==> src/rtl/cfgif_pkg.sv <==
package cfgif_pkg;
    typedef enum logic [2:0] {
        ST_IDLE,
        ST_HDR,
        ST_WR,
        ST_RD,
        ST_PASS,
        ST_DONE
    } cfgif_state_e;

    localparam logic [3:0] CMD_RDCFG   = 4'h8;
    localparam logic [3:0] CMD_WRCFG   = 4'hA;
    localparam logic [3:0] CMD_TEST_LO = 4'hB;
    localparam logic [3:0] CMD_TEST_HI = 4'hD;
endpackage

==> src/rtl/cfgif_sync.sv <==
module cfgif_sync #(
    parameter int WIDTH  = 3,
    parameter int STAGES = 2,
    parameter logic [WIDTH-1:0] RST_VAL = '0
) (
    input  logic             clk,
    input  logic             rst_n,
    input  logic [WIDTH-1:0] d,
    output logic [WIDTH-1:0] q
);
    logic [WIDTH-1:0] pipe [STAGES];

    always_ff @(posedge clk or negedge rst_n) begin
        if (!rst_n) begin
            for (int s = 0; s < STAGES; s++) pipe[s] <= RST_VAL;
        end else begin
            pipe[0] <= d;
            for (int s = 1; s < STAGES; s++) pipe[s] <= pipe[s-1];
        end
    end

    assign q = pipe[STAGES-1];
endmodule

==> src/rtl/cfgif_decode.sv <==
module cfgif_decode
    import cfgif_pkg::*;
#(
    parameter int CMD_W = 4
) (
    input  logic [CMD_W-1:0] cmd,
    output logic             is_conv,
    output logic             is_rd,
    output logic             is_wr
);
    logic is_chan, is_test;

    always_comb begin
        is_chan = (cmd[CMD_W-1] == 1'b0);
        is_test = (cmd >= CMD_W'(CMD_TEST_LO)) && (cmd <= CMD_W'(CMD_TEST_HI));
        is_conv = is_chan || is_test;
        is_rd   = (cmd == CMD_W'(CMD_RDCFG));
        is_wr   = (cmd == CMD_W'(CMD_WRCFG));
    end
endmodule

==> src/rtl/cfgif_top.sv <==
module cfgif_top
    import cfgif_pkg::*;
#(
    parameter int CFG_W       = 12,
    parameter int CMD_W       = 4,
    parameter int SYNC_STAGES = 2,
    parameter int MODE_LSB    = 5,
    parameter int MODE_W      = 2
) (
    input  logic             clk,
    input  logic             rst_n,
    input  logic             sclk,
    input  logic             cs_n,
    input  logic             sdi,
    output logic             sdo,
    output logic [CFG_W-1:0] cfg,
    output logic             sample_start,
    output logic             rd_err
);
    localparam int FRAME_W = CMD_W + CFG_W;
    localparam int CNT_W   = $clog2(FRAME_W + 1);

    logic sclk_s, cs_s, sdi_s, sclk_prev;
    logic rise;
    cfgif_state_e state, nxt;
    logic [CNT_W-1:0] cnt;
    logic [CMD_W-1:0] cmd_sr, cmd_next;
    logic [CFG_W-1:0] data_sr, out_sr;
    logic is_conv, is_rd, is_wr;
    logic hdr_done, wr_fire, last_edge, rd_ok;

    cfgif_sync #(.WIDTH(3), .STAGES(SYNC_STAGES), .RST_VAL(3'b010)) u_sync (
        .clk  (clk),
        .rst_n(rst_n),
        .d    ({sclk, cs_n, sdi}),
        .q    ({sclk_s, cs_s, sdi_s})
    );

    always_ff @(posedge clk or negedge rst_n) begin
        if (!rst_n) sclk_prev <= 1'b0;
        else        sclk_prev <= sclk_s;
    end

    assign rise      = sclk_s && !sclk_prev && !cs_s;
    assign cmd_next  = {cmd_sr[CMD_W-2:0], sdi_s};
    assign hdr_done  = rise && (state == ST_HDR) && (cnt == CNT_W'(CMD_W - 1));
    assign last_edge = rise && (cnt == CNT_W'(FRAME_W - 1));
    assign wr_fire   = last_edge && (state == ST_WR);
    assign rd_ok     = (cfg[MODE_LSB +: MODE_W] == '0);

    cfgif_decode #(.CMD_W(CMD_W)) u_dec (
        .cmd    (cmd_next),
        .is_conv(is_conv),
        .is_rd  (is_rd),
        .is_wr  (is_wr)
    );

    always_comb begin
        nxt = state;
        unique case (state)
            ST_IDLE: nxt = ST_HDR;
            ST_HDR: begin
                if (hdr_done) begin
                    if (is_wr)      nxt = ST_WR;
                    else if (is_rd) nxt = ST_RD;
                    else            nxt = ST_PASS;
                end
            end
            ST_WR, ST_RD, ST_PASS: if (last_edge) nxt = ST_DONE;
            ST_DONE: nxt = ST_DONE;
        endcase
        if (cs_s) nxt = ST_IDLE;
    end

    always_ff @(posedge clk or negedge rst_n) begin
        if (!rst_n) state <= ST_IDLE;
        else        state <= nxt;
    end

    always_ff @(posedge clk or negedge rst_n) begin
        if (!rst_n) begin
            cnt          <= '0;
            cmd_sr       <= '0;
            data_sr      <= '0;
            out_sr       <= '0;
            cfg          <= '0;
            sample_start <= 1'b0;
            rd_err       <= 1'b0;
        end else begin
            sample_start <= hdr_done && is_conv;
            if (cs_s) begin
                cnt <= '0;
            end else if (rise && cnt < CNT_W'(FRAME_W)) begin
                cnt <= cnt + 1'b1;
            end
            if (rise && state == ST_HDR) cmd_sr <= cmd_next;
            if (rise && state == ST_WR)  data_sr <= {data_sr[CFG_W-2:0], sdi_s};
            if (wr_fire) cfg <= {data_sr[CFG_W-2:0], sdi_s};
            if (hdr_done && is_rd) begin
                out_sr <= rd_ok ? cfg : '0;
                if (!rd_ok) rd_err <= 1'b1;
            end else if (rise && state == ST_RD) begin
                out_sr <= {out_sr[CFG_W-2:0], 1'b0};
            end
        end
    end

    assign sdo = (state == ST_RD) ? out_sr[CFG_W-1] : 1'b0;

    assert_strobe_at_nibble_R6: assert property (@(posedge clk) disable iff (!rst_n)
        sample_start |-> (cnt == CNT_W'(CMD_W)));

    assert_cfg_hold_R9: assert property (@(posedge clk) disable iff (!rst_n)
        !wr_fire |=> $stable(cfg));

    assert_err_sticky_R5: assert property (@(posedge clk) disable iff (!rst_n)
        rd_err |=> rd_err);

    assert_deselect_clears_R7: assert property (@(posedge clk) disable iff (!rst_n)
        cs_s |=> (state == ST_IDLE && cnt == '0));

    assert_cnt_bound_R8: assert property (@(posedge clk) disable iff (!rst_n)
        cnt <= CNT_W'(FRAME_W));
endmodule

==> config.mk <==
export PLATFORM = sky130hd
export DESIGN_NAME = cfgif_top
export DESIGN_NICKNAME = d
export VERILOG_FILES = /design/src/rtl/cfgif_pkg.sv /design/src/rtl/cfgif_sync.sv /design/src/rtl/cfgif_decode.sv /design/src/rtl/cfgif_top.sv
export SDC_FILE = /design/constraint.sdc
export NUM_CORES = 1
export LEC_CHECK = 0
export BUFFER_PORTS_ARGS = -buffer_cell sky130_fd_sc_hd__buf_2
export CORE_MARGIN = 2
export CORE_UTILIZATION = 52
export DETAILED_ROUTE_END_ITERATION = 8
export PLACE_DENSITY = 0.74
export SETUP_SLACK_MARGIN = 0.02
export SLEW_MARGIN = 20
export SYNTH_ARGS = -nofsm -noshare
export SYNTH_HDL_FRONTEND = slang
export SYNTH_SLANG_ARGS = --single-unit
==> constraint.sdc <==
create_clock -name clk -period 2.1 [get_ports clk]
set_clock_uncertainty 0.15 [all_clocks]
set_input_delay 0.21 -clock clk [delete_from_list [all_inputs] [get_ports clk]]
set_output_delay 0.21 -clock clk [all_outputs]
set_load 0.01 [all_outputs]
# After elaboration in Yosys (flattened, before gate mapping)
# Index checks and enable logic that the tools add are counted.
# W data, S select, Z words.
classes:
  add_sub_neg: 1
  n_mul: 0
  div: 0
  order_cmp: 3
  n_eq_ne: 11
  shift: 0
  n_mux: 12
  n_bitwise: 2
  n_reduce_logical: 22
ops:
  columns: ["operator", "n"]
  rows:
  - ["$mux W12", 3]
  - ["$mux W3", 5]
  - ["$logic_and A1 B1 Y1", 12]
  - ["$pmux W3 S4", 1]
  - ["$mux W5", 2]
  - ["$eq A4 B4 Y1 const B", 2]
  - ["$eq A3 B2 Y1 const B", 2]
  - ["$eq A3 B3 Y1 const B", 2]
  - ["$ne A3 B2 Y1 const B", 2]
  - ["$add A5 B1 Y5 const B", 1]
  - ["$eq A5 B2 Y1 const B", 1]
  - ["$eq A5 B4 Y1 const B", 1]
  - ["$lt A5 B5 Y1 const B", 1]
  - ["$ge A4 B4 Y1 const B", 1]
  - ["$le A4 B4 Y1 const B", 1]
  - ["$reduce_and A2 Y1", 2]
  - ["$reduce_bool A2 Y1", 2]
  - ["$eq A3 B1 Y1 const B", 1]
  - ["$logic_not A3 Y1", 1]
  - ["$reduce_or A3 Y1", 1]
  - ["$logic_not A1 Y1", 2]
  - ["$logic_not A2 Y1", 1]
  - ["$not A1 Y1", 2]
  - ["$logic_or A1 B1 Y1", 1]
  - ["$mux W1", 1]
totals:
  register_bits: 55
  latchBits: 0
  ram_bits: 0
  rom_bits: 0
  input_bits: 5
  wordCells: 62
  mem_count: 0

# Longest topological paths before layout
logic_depth:
  ltp_word: 8
  mapped_depth: 7

# By module
# Synthesis repeated with hierarchy kept, for this count alone.
hier_totals:
  cells_unflattened: 178
  hier_area_um2: 2334.7
by_module_without_submodules:
  columns: ["mod", "n_inst", "cells_each", "area_each_um2", "seq_area_each_um2"]
  rows:
  - ["cfgif_top", 1, 164, 2114.5, 1226.2]
  - ["cfgif_sync", 1, 9, 175.2, 152.6]
  - ["cfgif_decode", 1, 5, 45.0, 0.0]

# Worst setup path after synthesis
# No wires, ideal clock.
synth_timing:
  kind: "register to register"
  from: "register cnt[0]"
  to: "register cfg[10]"
  setup_time_ps: 125
  t_arrival_ps: 1667
  t_required_ps: 1825
  slack_ps: 158
  stages_incl_launch_ff: 7
  synth_period_minus_slack_ps: 1942
  path_cell_list: "dfrtp_1 > ha_1 > and3_1 > ha_1 > nand4_1 > buf_2 > mux2_2"
synth_between:
  elab_chain_cells: 3
synth_rtl:
  columns: ["item", "line", "text"]
  rows:
  - ["from (decl)", "cfgif_top.sv:26", "logic [CNT_W-1:0] cnt;"]
  - ["from (signal assigned)", "cfgif_top.sv:94", "cnt <= cnt + 1'b1;"]
  - ["$eq A5 B4 Y1", "cfgif_top.sv:47", "assign last_edge = rise && (cnt == CNT_W'(FRAME_W - 1));"]
  - ["$logic_and A1 B1 Y1", "cfgif_top.sv:47", null]
  - ["$logic_and A1 B1 Y1", "cfgif_top.sv:48", "assign wr_fire = last_edge && (state == ST_WR);"]
  - ["to (signal assigned)", "cfgif_top.sv:98", "if (wr_fire) cfg <= {data_sr[CFG_W-2:0], sdi_s};"]
  - ["to (decl)", "cfgif_top.sv:16", "output logic [CFG_W-1:0] cfg,"]
# Every way passes these cells.
# A chain may end at the register's enable or synchronous reset.

# Final worst setup path
layout_timing:
  from: "register cnt[0]"
  to: "register cfg[0]"
# Same word-level chain as after synthesis.

==> flow_metrics.tcl <==
set metrics [dict create \
    status "completed" \
    ys_ff_latch 55 \
    yosys_warnings 0 \
    port_buffers 19 \
    place_inst 239 \
    synth_nets 174 \
    pwr-share-comb_pct 6.5 \
    drc 0 \
    hold_depth 0 \
    die-area_um2 5020 \
    finalNonFillerCells 251 \
    timing.rr.end "cfg[0]" \
    cts_root_buffer "clkbuf_8" \
    drv_slew 0 \
    post-route-util_pct 62.1 \
    cts_tree "yes" \
    grt-ovfl-total 0 \
    diodes 0 \
    ys_types 36 \
    drive_gt1_share_pct 35.7 \
    antenna_found_initial 0 \
    post-cts-setup-buffers 0 \
    grt_max_degree 31 \
    nets 206 \
    worstSetupStartpointType "flop" \
    cap_violations 0 \
    vias 1408 \
    worstPathRequired_ns 2.14 \
    hp-start "u_sync.pipe[3]" \
    clock-sinks 55 \
    dp_slack_ns 0.0297 \
    die_x_um 70.8 \
    syn_inst 166 \
    critPathCaptureType "flop" \
    crit_start "cnt[0]" \
    final_area_um2 2690 \
    grt_pass1_wl_um 7190 \
    fin_crit_sh_pct 94.8 \
    p_clk_share_pct 32.1 \
    drt_iter0_markers 68 \
    gr-usage-all-layers_pct 18.4 \
    worstMarginPinSlew_ns 0.613 \
    syn_to_final_growth_pct 15.7 \
    worstReg2RegStart "cnt[0]" \
    seqPwrFrac_pct 61.4 \
    hpwl_um 2980 \
    setup_ws_ns 0.109 \
    p_int_uw 1430 \
    cp.arrival_ns 2.03 \
    min_path_type "flop to flop" \
    firstDrtPassIters 4 \
    ioPinCount 20 \
    p_leak_uw 0.00130 \
    r2r_slack_ns 0.11 \
    max_freq_ghz 0.502 \
    synth_sequential_area_ratio_pct 59.4 \
    finalSetupViolations 0 \
    rsz0062_at_grt "false" \
    p_per_area_nw_per_um2 688 \
    clk_pin_slew_ns 0.09 \
    gp_congestion 0.990 \
    finalHoldViolCount 0 \
    start_util_pct 53.7 \
    synth_area_per_cell_um2 14.0 \
    ir_worst_vdd_uv 573 \
    ant_nets 0 \
    grt_pass1_vias 1472 \
    syn_area_um2 2320 \
    drt-total-wl_um 4060 \
    r2r_cells 6 \
    relSlewSlack_pct 59.2 \
    switching_share_pct 22.6 \
    clock_tree.buffer_depth 2 \
    htree_levels 2 \
    vias_per_cell 5.61 \
    crit_type "flop to flop" \
    fin_crit_ns 1.99 \
    insertion_delay_ns 0.30 \
    cts_inserted_buffers 5 \
    power_switching_uw 417 \
    critPathMaxFanout 12 \
    wl_per_cell_um 16.2 \
    die_y_um 70.8 \
    rows 24 \
    tns_ns 0 \
    placed_cell_area_um2 2540 \
    whs_endpoint "u_sync.q[0]" \
    core-area_um2 4320 \
]
==> final cells by class <==
type                    instances  area [µm²]
clock inverters                 1        8.76
multi-input cells             102         903
flip-flops and latches         55        1380
clock buffers                   7        86.3
fillers                       342        1640
well taps                      52        65.1
repair buffers                 31         233
inverters                       3        11.3
==> power groups by stage <==
stage	Clock, µW	Combinational, µW	Sequential [µW]
6_report	593	121	1140
3_3_place_gp	0	111	1150
3_5_place_dp	0	115	1150
5_1_grt	669	137	1140
2_1_floorplan	0	72.7	1140
4_1_cts	623	121	1130
==> worst max-delay path: stages (launching register included) <==
cell,delay (ns)
dfrtp_1,0.42
ha_1,0.24
and3_1,0.19
ha_1,0.23
nand4_1,0.16
buf_12,0.16
mux2_2,0.34
==> metrics by stage <==
stage	hold slack (ns)	total power [µW]
after floorplan	-0.236	1210
after global placement	0.102	1260
after detailed placement	0.111	1270
after CTS	0.215	1880
after global routing	0.220	1950
final	0.209	1850
==> timing repair <==
item,4_1_cts,5_1_grt
hold endpoints to repair,26,0
hold buffers,4,0
endpoints found under the setup margin,0,12
resized for setup,0,2
==> cells in the final DEF, fill, tap and decap left out, types with 4 or more instances in the layout <==
cell           instances
nand2_1                4
dfrtp_1               53
mux2_2                27
nor2_1                 9
clkbuf_8               6
o2bb2ai_1              9
mux2i_1               11
nor3b_1                5
buf_4                  5
buf_2                 19
dlygate4sd3_1          4
==> logic make-up (layout without fill, tap and decap cells) <==
logic type / Yosys count / count (layout) / synth area share [%]
muxes: 38 / 38 / 17.8
adders and majority gates: 3 / 3 / 1.62
and+or+nand+nor: 39 / 39 / 11.7
buffers and inverters: 9 / 42 / 2.05
AOI/OAI and AO/OA: 19 / 19 / 6.25
DFF: 55 / 55 / 59.4
xor gates and xnor gates: 3 / 3 / 1.13
==> worst max-delay path by stage <==
stage	end	slack, ns	cells after the start
after floorplan	cfg[10]	0.16	6
after global placement	out_sr[2]	0.11	4
after detailed placement	out_sr[2]	0.03	4
after CTS	out_sr[2]	0.02	4
after global routing	out_sr[2]	0.04	6
final	cfg[0]	0.11	6
==> registers in the layout, summed over array words and instances (netlist names) <==
name,count
out_sr,12
cmd_sr,3
cnt,5
u_sync.pipe,3
sclk_prev,1
state,3
data_sr,11
cfg,12
sample_start,1
u_sync.q,3
rd_err,1
==> Yosys cell counts, drive strengths merged <==
cell / instances / area, µm²
clkbuf: 2 / 7.51
dfrtp: 53 / 1330
nand2b: 2 / 12.5
inv: 3 / 11.3
nand4: 3 / 18.8
a221o: 1 / 10.0
nor2: 9 / 33.8
o31ai: 1 / 7.51
nor4b: 2 / 23.8
or3b: 1 / 8.76
a21oi: 3 / 15.0
nor2b: 1 / 6.26
a211oi: 1 / 7.51
dfstp: 2 / 52.6
and4b: 1 / 10.0
and4: 3 / 28.8
buf: 4 / 28.8
o2bb2ai: 9 / 78.8
nand3: 3 / 15.0
o2111ai: 1 / 8.76
mux2: 27 / 304
o21ai: 2 / 10.0
a21o: 1 / 7.51
xnor2: 1 / 8.76
and3: 2 / 12.5
mux2i: 11 / 110
ha: 3 / 37.5
nor3b: 8 / 87.6
nand2: 4 / 15.0
xor2: 2 / 17.5
==> metal layers <==
layer	up-vias	GRT usage, %	share of wire [%]
met5	-	0	0
met4	0	4.40	0.81
met1	710	25.8	48
met3	5	4.70	3.3
met2	26	29.2	48
li1	667	-	-
No activity file was read; power rests on OpenSTA's default activity.
